==> src/rtl/spwm_pkg.sv <==
package spwm_pkg;

  typedef enum logic {
    DIR_DOWN = 1'b0,
    DIR_UP   = 1'b1
  } dir_e;

  // Half-wave magnitude from a rational sine approximation, peak at n/2.
  function automatic int unsigned sine_mag(int unsigned k, int unsigned n,
                                           int unsigned peak);
    int unsigned u;
    u = k * (n - k);
    return (16 * peak * u) / (5 * n * n - 4 * u);
  endfunction

  // Scale a sample by an amplitude with frac fractional bits, clamp at top.
  function automatic int unsigned scale_clamp(int unsigned s, int unsigned a,
                                              int unsigned frac,
                                              int unsigned top);
    int unsigned p;
    p = (s * a) >> frac;
    return (p > top) ? top : p;
  endfunction

endpackage

==> src/rtl/spwm_tick_gen.sv <==
module spwm_tick_gen #(
  parameter int DIV = 2
) (
  input  logic clk,
  input  logic rst_n,
  output logic tick_o
);
  localparam int DW = (DIV > 1) ? $clog2(DIV) : 1;

  logic [DW-1:0] div_q;

  assign tick_o = (div_q == DW'(DIV - 1));

  always_ff @(posedge clk or negedge rst_n) begin
    if (!rst_n)      div_q <= '0;
    else if (tick_o) div_q <= '0;
    else             div_q <= div_q + DW'(1);
  end
endmodule

==> src/rtl/spwm_carrier.sv <==
module spwm_carrier
  import spwm_pkg::*;
#(
  parameter int CNT_W = 8
) (
  input  logic             clk,
  input  logic             rst_n,
  input  logic             tick_i,
  output logic [CNT_W-1:0] carrier_o,
  output logic             cyc_end_o
);
  localparam logic [CNT_W-1:0] CMAX = {CNT_W{1'b1}};

  logic [CNT_W-1:0] car_q;
  dir_e             dir_q;

  assign carrier_o = car_q;
  assign cyc_end_o = tick_i && (dir_q == DIR_DOWN) && (car_q == CNT_W'(1));

  always_ff @(posedge clk or negedge rst_n) begin
    if (!rst_n) begin
      car_q <= '0;
      dir_q <= DIR_UP;
    end else if (tick_i) begin
      if (dir_q == DIR_UP) begin
        car_q <= car_q + CNT_W'(1);
        if (car_q == CMAX - CNT_W'(1)) dir_q <= DIR_DOWN;
      end else begin
        car_q <= car_q - CNT_W'(1);
        if (car_q == CNT_W'(1)) dir_q <= DIR_UP;
      end
    end
  end
endmodule

==> src/rtl/spwm_sine_src.sv <==
module spwm_sine_src
  import spwm_pkg::*;
#(
  parameter int CNT_W      = 8,
  parameter int AMP_W      = 8,
  parameter int HALF_STEPS = 192
) (
  input  logic             clk,
  input  logic             rst_n,
  input  logic             cyc_end_i,
  input  logic [AMP_W-1:0] amp_i,
  output logic [CNT_W-1:0] mod_o,
  output logic             half_o
);
  localparam int IDX_W = (HALF_STEPS > 1) ? $clog2(HALF_STEPS) : 1;
  localparam int CMAX  = (1 << CNT_W) - 1;

  logic [CNT_W-1:0] rom [HALF_STEPS];
  logic [IDX_W-1:0] idx_q;
  logic             half_q;
  logic             wrap_w;

  for (genvar g = 0; g < HALF_STEPS; g++) begin : g_rom
    assign rom[g] = CNT_W'(sine_mag(g, HALF_STEPS, CMAX));
  end

  assign wrap_w = cyc_end_i && (idx_q == IDX_W'(HALF_STEPS - 1));
  assign half_o = half_q;
  assign mod_o  = CNT_W'(scale_clamp(32'(rom[idx_q]), 32'(amp_i),
                                     AMP_W - 1, CMAX));

  always_ff @(posedge clk or negedge rst_n) begin
    if (!rst_n) begin
      idx_q  <= '0;
      half_q <= 1'b0;
    end else if (wrap_w) begin
      idx_q  <= '0;
      half_q <= ~half_q;
    end else if (cyc_end_i) begin
      idx_q  <= idx_q + IDX_W'(1);
    end
  end
endmodule

==> src/rtl/spwm_gate_gen.sv <==
module spwm_gate_gen #(
  parameter int CLK_HZ     = 19_584_000,
  parameter int CARRIER_HZ = 19_200,
  parameter int CNT_W      = 8,
  parameter int AMP_W      = 8,
  parameter int HALF_STEPS = 192
) (
  input  logic             clk,
  input  logic             rst_n,
  input  logic [AMP_W-1:0] amp_i,
  output logic             gate_a_o,
  output logic             gate_b_o,
  output logic [CNT_W-1:0] carrier_o,
  output logic [CNT_W-1:0] mod_o
);
  localparam int CMAX    = (1 << CNT_W) - 1;
  localparam int DIV_RAW = CLK_HZ / (CARRIER_HZ * 2 * CMAX);
  localparam int DIV     = (DIV_RAW < 1) ? 1 : DIV_RAW;

  logic             tick_w;
  logic             cyc_end_w;
  logic             half_w;
  logic             pwm_w;
  logic             armed_q;
  logic             gate_a_q;
  logic             gate_b_q;
  logic [CNT_W-1:0] car_w;
  logic [CNT_W-1:0] mod_w;

  spwm_tick_gen #(.DIV(DIV)) u_tick (
    .clk    (clk),
    .rst_n  (rst_n),
    .tick_o (tick_w)
  );

  spwm_carrier #(.CNT_W(CNT_W)) u_car (
    .clk       (clk),
    .rst_n     (rst_n),
    .tick_i    (tick_w),
    .carrier_o (car_w),
    .cyc_end_o (cyc_end_w)
  );

  spwm_sine_src #(
    .CNT_W      (CNT_W),
    .AMP_W      (AMP_W),
    .HALF_STEPS (HALF_STEPS)
  ) u_sine (
    .clk       (clk),
    .rst_n     (rst_n),
    .cyc_end_i (cyc_end_w),
    .amp_i     (amp_i),
    .mod_o     (mod_w),
    .half_o    (half_w)
  );

  assign pwm_w = (car_w <= mod_w);

  always_ff @(posedge clk or negedge rst_n) begin
    if (!rst_n) begin
      armed_q  <= 1'b0;
      gate_a_q <= 1'b0;
      gate_b_q <= 1'b0;
    end else begin
      if (cyc_end_w) armed_q <= 1'b1;
      gate_a_q <= pwm_w && armed_q && !half_w;
      gate_b_q <= pwm_w && armed_q &&  half_w;
    end
  end

  assign gate_a_o  = gate_a_q;
  assign gate_b_o  = gate_b_q;
  assign carrier_o = car_w;
  assign mod_o     = mod_w;
endmodule

==> config.mk <==
export PLATFORM = sky130hd
export DESIGN_NAME = spwm_gate_gen
export DESIGN_NICKNAME = d
export VERILOG_FILES = /design/src/rtl/spwm_pkg.sv /design/src/rtl/spwm_tick_gen.sv /design/src/rtl/spwm_carrier.sv /design/src/rtl/spwm_sine_src.sv /design/src/rtl/spwm_gate_gen.sv
export SDC_FILE = /design/constraint.sdc
export NUM_CORES = 1
export LEC_CHECK = 0
export BUFFER_PORTS_ARGS = -buffer_cell sky130_fd_sc_hd__buf_2
export CORE_ASPECT_RATIO = 1.75
export CORE_UTILIZATION = 58
export DETAILED_ROUTE_END_ITERATION = 7
export PLACE_DENSITY = 0.79
export SETUP_SLACK_MARGIN = 0.05
export SKIP_LAST_GASP = 1
export SYNTH_ARGS = -nofsm -noshare
export SYNTH_HDL_FRONTEND = slang
export SYNTH_HIERARCHICAL = 1
export SYNTH_SLANG_ARGS = --single-unit
==> constraint.sdc <==
create_clock -name clk -period 8.25 [get_ports clk]
set_input_delay 0.4125 -clock clk [delete_from_list [all_inputs] [get_ports clk]]
set_output_delay 0.4125 -clock clk [all_outputs]
set_load 0.005 [all_outputs]
* Word level (Yosys, flattened, before mapping)
Memories as Yosys holds them, arrays and structs flattened. Index checks and enable logic that the tools add are counted.
Operators by class: equal/unequal tests 3, bitwise gates (word level) 3, add/subtract/negate cells 4, div/mod/pow operators 0, muxes and demuxes 10, reductions and logical operators 8, shifts and indexed selects 0, magnitude comparators 3, multiply operators 1
Operators with widths (count):
- $mux 8 | 6
- $add 8x1->8 const B | 2
- $eq 8x8->1 const B | 2
- $mul 8x8->16 | 1
- $ge 9x9->1 const B | 1
- $gt 9x8->1 const B | 1
- $not 8->9 | 1
- $eq 8x1->1 const B | 1
- $le 8x8->1 | 1
- $sub 8x1->8 const B | 1
- $logic_and 1x1->1 | 6
- $mux 1 | 4
- $not 1->1 | 2
- $reduce_bool 2->1 | 1
- $add 1x1->1 const B | 1
- $logic_not 1->1 | 1
Word-level totals: RAM bits 0, output and inout bits 18, bits in latches 0, input port bits 10, register bits 22, bits in read-only memories 2048, memories 1
Memory list:
- (no name shown) | words 256, bits a word 8, rd ports 1, clocked after memory_dff 0, write ports 0, line spwm_sine_src.sv:29 | assign mod_o = CNT_W'(scale_clamp(32'(rom[idx_q]), 32'(amp_i),

* Depth between registers and ports, before layout
word-level depth 10, mapped depth 37, mapped depth without buffers 35

* Hierarchy
Netlist, hierarchy kept.
Modules (own cells, without submodules):
- spwm_sine_src | sequential area each 225.2 um2, cells each 519, times used 1, area each 4002.6 um2
- spwm_carrier | sequential area each 226.5 um2, cells each 58, times used 1, area each 589.3 um2
- spwm_gate_gen | sequential area each 75.1 um2, cells each 34, times used 1, area each 314.1 um2
- spwm_tick_gen | sequential area each 25.0 um2, cells each 2, times used 1, area each 28.8 um2

* Worst setup path before layout
Ideal clock, no wire load.
path kind reg2reg, start register u_sine.idx_q[1], end register gate_b_q, in the netlist gate_b_o, cell stages (with the launch flop) 34, path buffers 2, path slack 505 ps, data arrival time 7610 ps, clock period less this slack 7745 ps, cells stage by stage dfrtp_1 clkbuf_1 inv_1 ha_1 buf_6 nor2b_1 or2_0 mux4_2 a311oi_2 a22oi_1 nand2b_1 fa_1 fa_1 inv_1 fa_1 inv_1 fa_1 inv_1 ha_1 o21ai_0 o31ai_1 a21oi_1 nor2_1 a211oi_1 o31ai_4 a211oi_2 xnor2_2 nand2b_1 inv_1 ha_1 nor2b_1 o211ai_1 a211oi_1 nor3_1
Between the ends: longest elaborated chain between the ends 10
Ends and longest elaborated chain:
- start: declaration | line spwm_sine_src.sv:19 | logic [IDX_W-1:0] idx_q;
- start signal: assignment | line spwm_sine_src.sv:40 | idx_q <= idx_q + IDX_W'(1);
- $not 8->9 (not written as such) (*) | line spwm_sine_src.sv:29
- $mem_v2 256x8 (*)
- $mux 8 (not written as such) (*) (2 in series) | line spwm_sine_src.sv:29
- $mul 8x8->16 (*) | line spwm_pkg.sv:21 | p = (s * a) >> frac;
- $gt 9x8->1 | line spwm_pkg.sv:22 | return (p > top) ? top : p;
- $mux 8 (*) | line spwm_pkg.sv:22
- named net mod_o[1] | line spwm_gate_gen.sv:14 | output logic [CNT_W-1:0] mod_o
- $le 8x8->1 (*) | line spwm_gate_gen.sv:57 | assign pwm_w = (car_w <= mod_w);
- $logic_and 1x1->1 (*) (2 in series) | line spwm_gate_gen.sv:67 | gate_b_q <= pwm_w && armed_q && half_w;
- end signal: assignment | line spwm_gate_gen.sv:67
- end: declaration | line spwm_gate_gen.sv:26 | logic gate_b_q;
The timed path passes the listed nets; every way through them passes the cells marked *. The select of a mux whose other input is x is not followed. A chain may end at the register's enable or synchronous reset.

* Worst setup path after layout
start register u_sine.idx_q[0], end register gate_a_q, in the netlist gate_a_o
Between the ends: longest elaborated chain between the ends 10
Ends and longest elaborated chain:
- $not 8->9 (not written as such) (*) | line spwm_sine_src.sv:29
- $mem_v2 256x8 (*)
- $mux 8 (not written as such) (*) (2 in series) | line spwm_sine_src.sv:29
- $mul 8x8->16 (*) | line spwm_pkg.sv:21
- $gt 9x8->1 | line spwm_pkg.sv:22
- $mux 8 (*) | line spwm_pkg.sv:22
- $le 8x8->1 (*) | line spwm_gate_gen.sv:57
- $logic_and 1x1->1 (*) (2 in series) | line spwm_gate_gen.sv:66 | gate_a_q <= pwm_w && armed_q && !half_w;
- end signal: assignment | line spwm_gate_gen.sv:66
- end: declaration | line spwm_gate_gen.sv:25 | logic gate_a_q;
Every way passes the cells marked *; elsewhere a longest branch is shown, timed or not. The select of a mux whose other input is x is not followed.

==> qor.txt <==
status -> complete, no violations
Avg Cell Area, Syn -> 8.05 sq um
n_diodes -> 0
IO Count -> 28
Final Hold Fails -> 0
yosys warns -> 6
Fillers -> 745
Critical Path Source -> u_sine/idx_q[0]
Critical Path End Type -> flop
Via-to-Cell Ratio -> 6.38
reg2reg path depth -> 31
Crit Path Class -> flop to flop
Tcrit/Tclk final -> 94.4%
largest net degree at the start of global routing -> 50
Primary FF master, synth -> dfrtp_1
Clock Path Buffers -> 2
Max-Cap Viols -> 0
Netlist Area Pre-Place -> 4930 sq um
Synth Net Count -> 719
initial antenna violation count -> 0
Die ar. -> 8900 sq um
WP data required -> 8.41 ns
Buffers on Ports -> 27
Worst Slack Setup Final -> 0.463 ns
Final Critical Period -> 7.79 ns
WL final -> 13500 um
worst path arrival time -> 7.94 ns
total gr overflow -> 0
router iterations before antenna repair -> 6
Yosys cell types -> 74
Startpoint Class -> flop
max-slew violations -> 0
clock-pin slew on the worst setup and hold paths -> 0.06 ns
Int Pwr -> 206 uW
first-pass GRT wire length -> 21800 um
Net Sw Frac -> 18.0%
critical path's slowest cell -> fa_1
top-area cell type share of the netlist area -> 15.5%
Clock Skews -> 0.00178 ns
post-route ant nets -> 0
combinational share of power -> 3.3%
Num Clock Sinks -> 22
DR iter-0 viols -> 291
die width -> 71.7 um
Achievable Freq -> 128 MHz
number of global-route vias before repair -> 4645
Switch Pwr -> 45.2 uW
sequential area share after synthesis -> 11.2%
Post-synth EDFFs -> 0
root cell of the clock tree -> clkbuf_16
Worst Setup EP -> gate_a_o
area added between synthesis and finish -> 6.52%
CTS Hold Buffers Added -> 0
CTS tree -> yes
# H-tree levels -> 1
Setup WS pre-CTS -> 0.0219 ns
DRC -> 0
CP max stage delay -> 0.55 ns
Final setup viols -> 0
CTS Buf Count -> 3
asr flop ratio synth -> 100%
top cells by area, synth -> ha_1 15%, fa_1 14%, dfrtp_1 11%, and2_1 5.8%, inv_1 4.6%
drt wl/cell -> 18.7 um
Starting Density -> 59.8%
R2R Setup Slk -> 0.46 ns
Final HPWL DP -> 10800 um
Die Ht -> 124 um
core region area -> 8260 sq um
RR Startpoint -> u_sine/idx_q[0]
Site Rows -> 44
Via Count -> 4599
RSZ-0062 raised after global routing -> no
post-synth top area cell -> ha_1
clock share of power -> 53.8%
fin nets -> 736
Hold Crit Class -> primary input to async pin
placer congestion estimate -> 1.01
Slew HR -> 38.5%
maximum fanout along the worst path -> 10
worst skew pair latency -> 0.25 ns
R2R Path End -> gate_a_o
maximum VDD drop -> 0.0993 mV
area occupied by multi-input gates -> 3990 sq um
leading cell types in the layout, fill and taps excluded -> 59 x inv_1, 59 x ha_1, 55 x nand2_1
total leakage power -> 0.00252 uW
Sum Neg Setup Slack -> 0 ns
Post-Syn Instances -> 613
Pwr Density -> 47.9 nW/um^2
flops & latches, synth -> 22
overall routing resource usage -> 31.1%
Seq pwr share -> 42.9%
Register Area -> 552 sq um
Tightest Pin Transition -> 0.920 ns
layout cells sized above 1 -> 12.2%
per-layer routing:
metal / part of all wire (%) / wire length [um] / vias up / GRT usage (%)
met5: 0 / 0 / - / 0
met4: 6.7 / 908 / 0 / 19.2
met3: 3.8 / 507 / 67 / 3.40
met2: 54 / 7220 / 171 / 59.6
met1: 36 / 4830 / 2222 / 31.5
li1: - / - / 2139 / -
registers in the layout, summed over array words and instances (netlist names):
| register | flops |
|---|---|
| u_sine/half_o | 1 |
| u_car/carrier_o | 8 |
| u_car/dir_q | 1 |
| gate_b_o | 1 |
| gate_a_o | 1 |
| u_tick/tick_o | 1 |
| u_sine/idx_q | 8 |
| armed_q | 1 |
cells in the mapped netlist, types with 3 or more instances:
cell,count
a211oi_1,13
a21o_1,3
a21oi_1,34
a22oi_1,5
a311oi_1,4
a31oi_1,7
and2_1,46
and3_1,5
buf_1,3
buf_2,6
buf_6,6
clkbuf_1,15
dfrtp_1,21
fa_1,35
ha_1,61
inv_1,60
mux2i_1,3
nand2_1,55
nand2b_1,24
nand3_1,12
nand3b_1,5
nand4_1,8
nor2_1,33
nor2b_1,17
nor3_1,7
nor3b_1,5
o211ai_1,4
o21ai_0,33
o22ai_1,3
o311ai_0,3
o31ai_1,4
xnor2_1,14
xor2_1,7
kinds of logic after synthesis:
family / after synthesis / synth area share, %
XOR/XNOR: 22 / 4.06
buffers and inverters: 94 / 8.37
AND/OR/NAND/NOR: 233 / 25.9
AO/OA/AOI/OAI: 140 / 19.3
adder cells (fa/ha/maj): 96 / 29.7
multiplexers: 6 / 1.52
flip-flops: 22 / 11.2
repair_timing:
action                     CTS  global route
setup endpoints to repair    2             2
gates resized for setup      1             5
buffers inserted             0             2
gates cloned                 0             0
final cells by class:
type                       instances  share of cell area [%]
timing repair buffer              44                    5.00
multi-input combinational        497                    75.9
sequential                        22                    10.5
clock inverter                     1                   0.571
inverter                          62                    4.43
tap                               92                    2.19
clock buffer                       3                    1.43
how the worst min path moves through the flow:
stage | end | depth (start not counted)
6_report | u_sine/idx_q[2] | 1
5_1_grt | u_sine/idx_q[6] | 1
4_1_cts | u_sine/idx_q[2] | 1
3_5_place_dp | u_sine/idx_q[2] | 1
3_3_place_gp | u_sine/idx_q[2] | 1
2_1_floorplan | armed_q | 0
power groups by stage:
stage          sequential, uW  clock (uW)  combinational [uW]
3_3_place_gp              110           0                8.18
6_report                  108         135                8.27
4_1_cts                   108         138                8.41
5_1_grt                   108         142                9.28
2_1_floorplan             110           0               0.539
3_5_place_dp              110           0                8.43
worst max-delay path: cells and delay by family (launching register included):
kind            cells  cell delay (ns)
fa+ha+maj           7             2.83
flops               1             0.41
mux                 1             0.47
xor+xnor            1             0.20
compound gates      9             1.94
simple gates        8             1.33
buf+inv             5             0.50
stage by stage:
stage / cell area [sq um] / hold slack [ns] / instances / util (%) / power, uW
floorplan: 4930 / 0.117 / 613 / - / 110
global placement: 5120 / 0.401 / 715 / 62.0 / 118
detailed placement: 5120 / 0.411 / 715 / 62.0 / 118
CTS: 5230 / 0.138 / 719 / 63.3 / 254
global route: 5260 / 0.175 / 721 / 63.7 / 259
finish: 5260 / 0.120 / 721 / 63.7 / 252
Note: power is estimated with default switching activity, not from simulation.
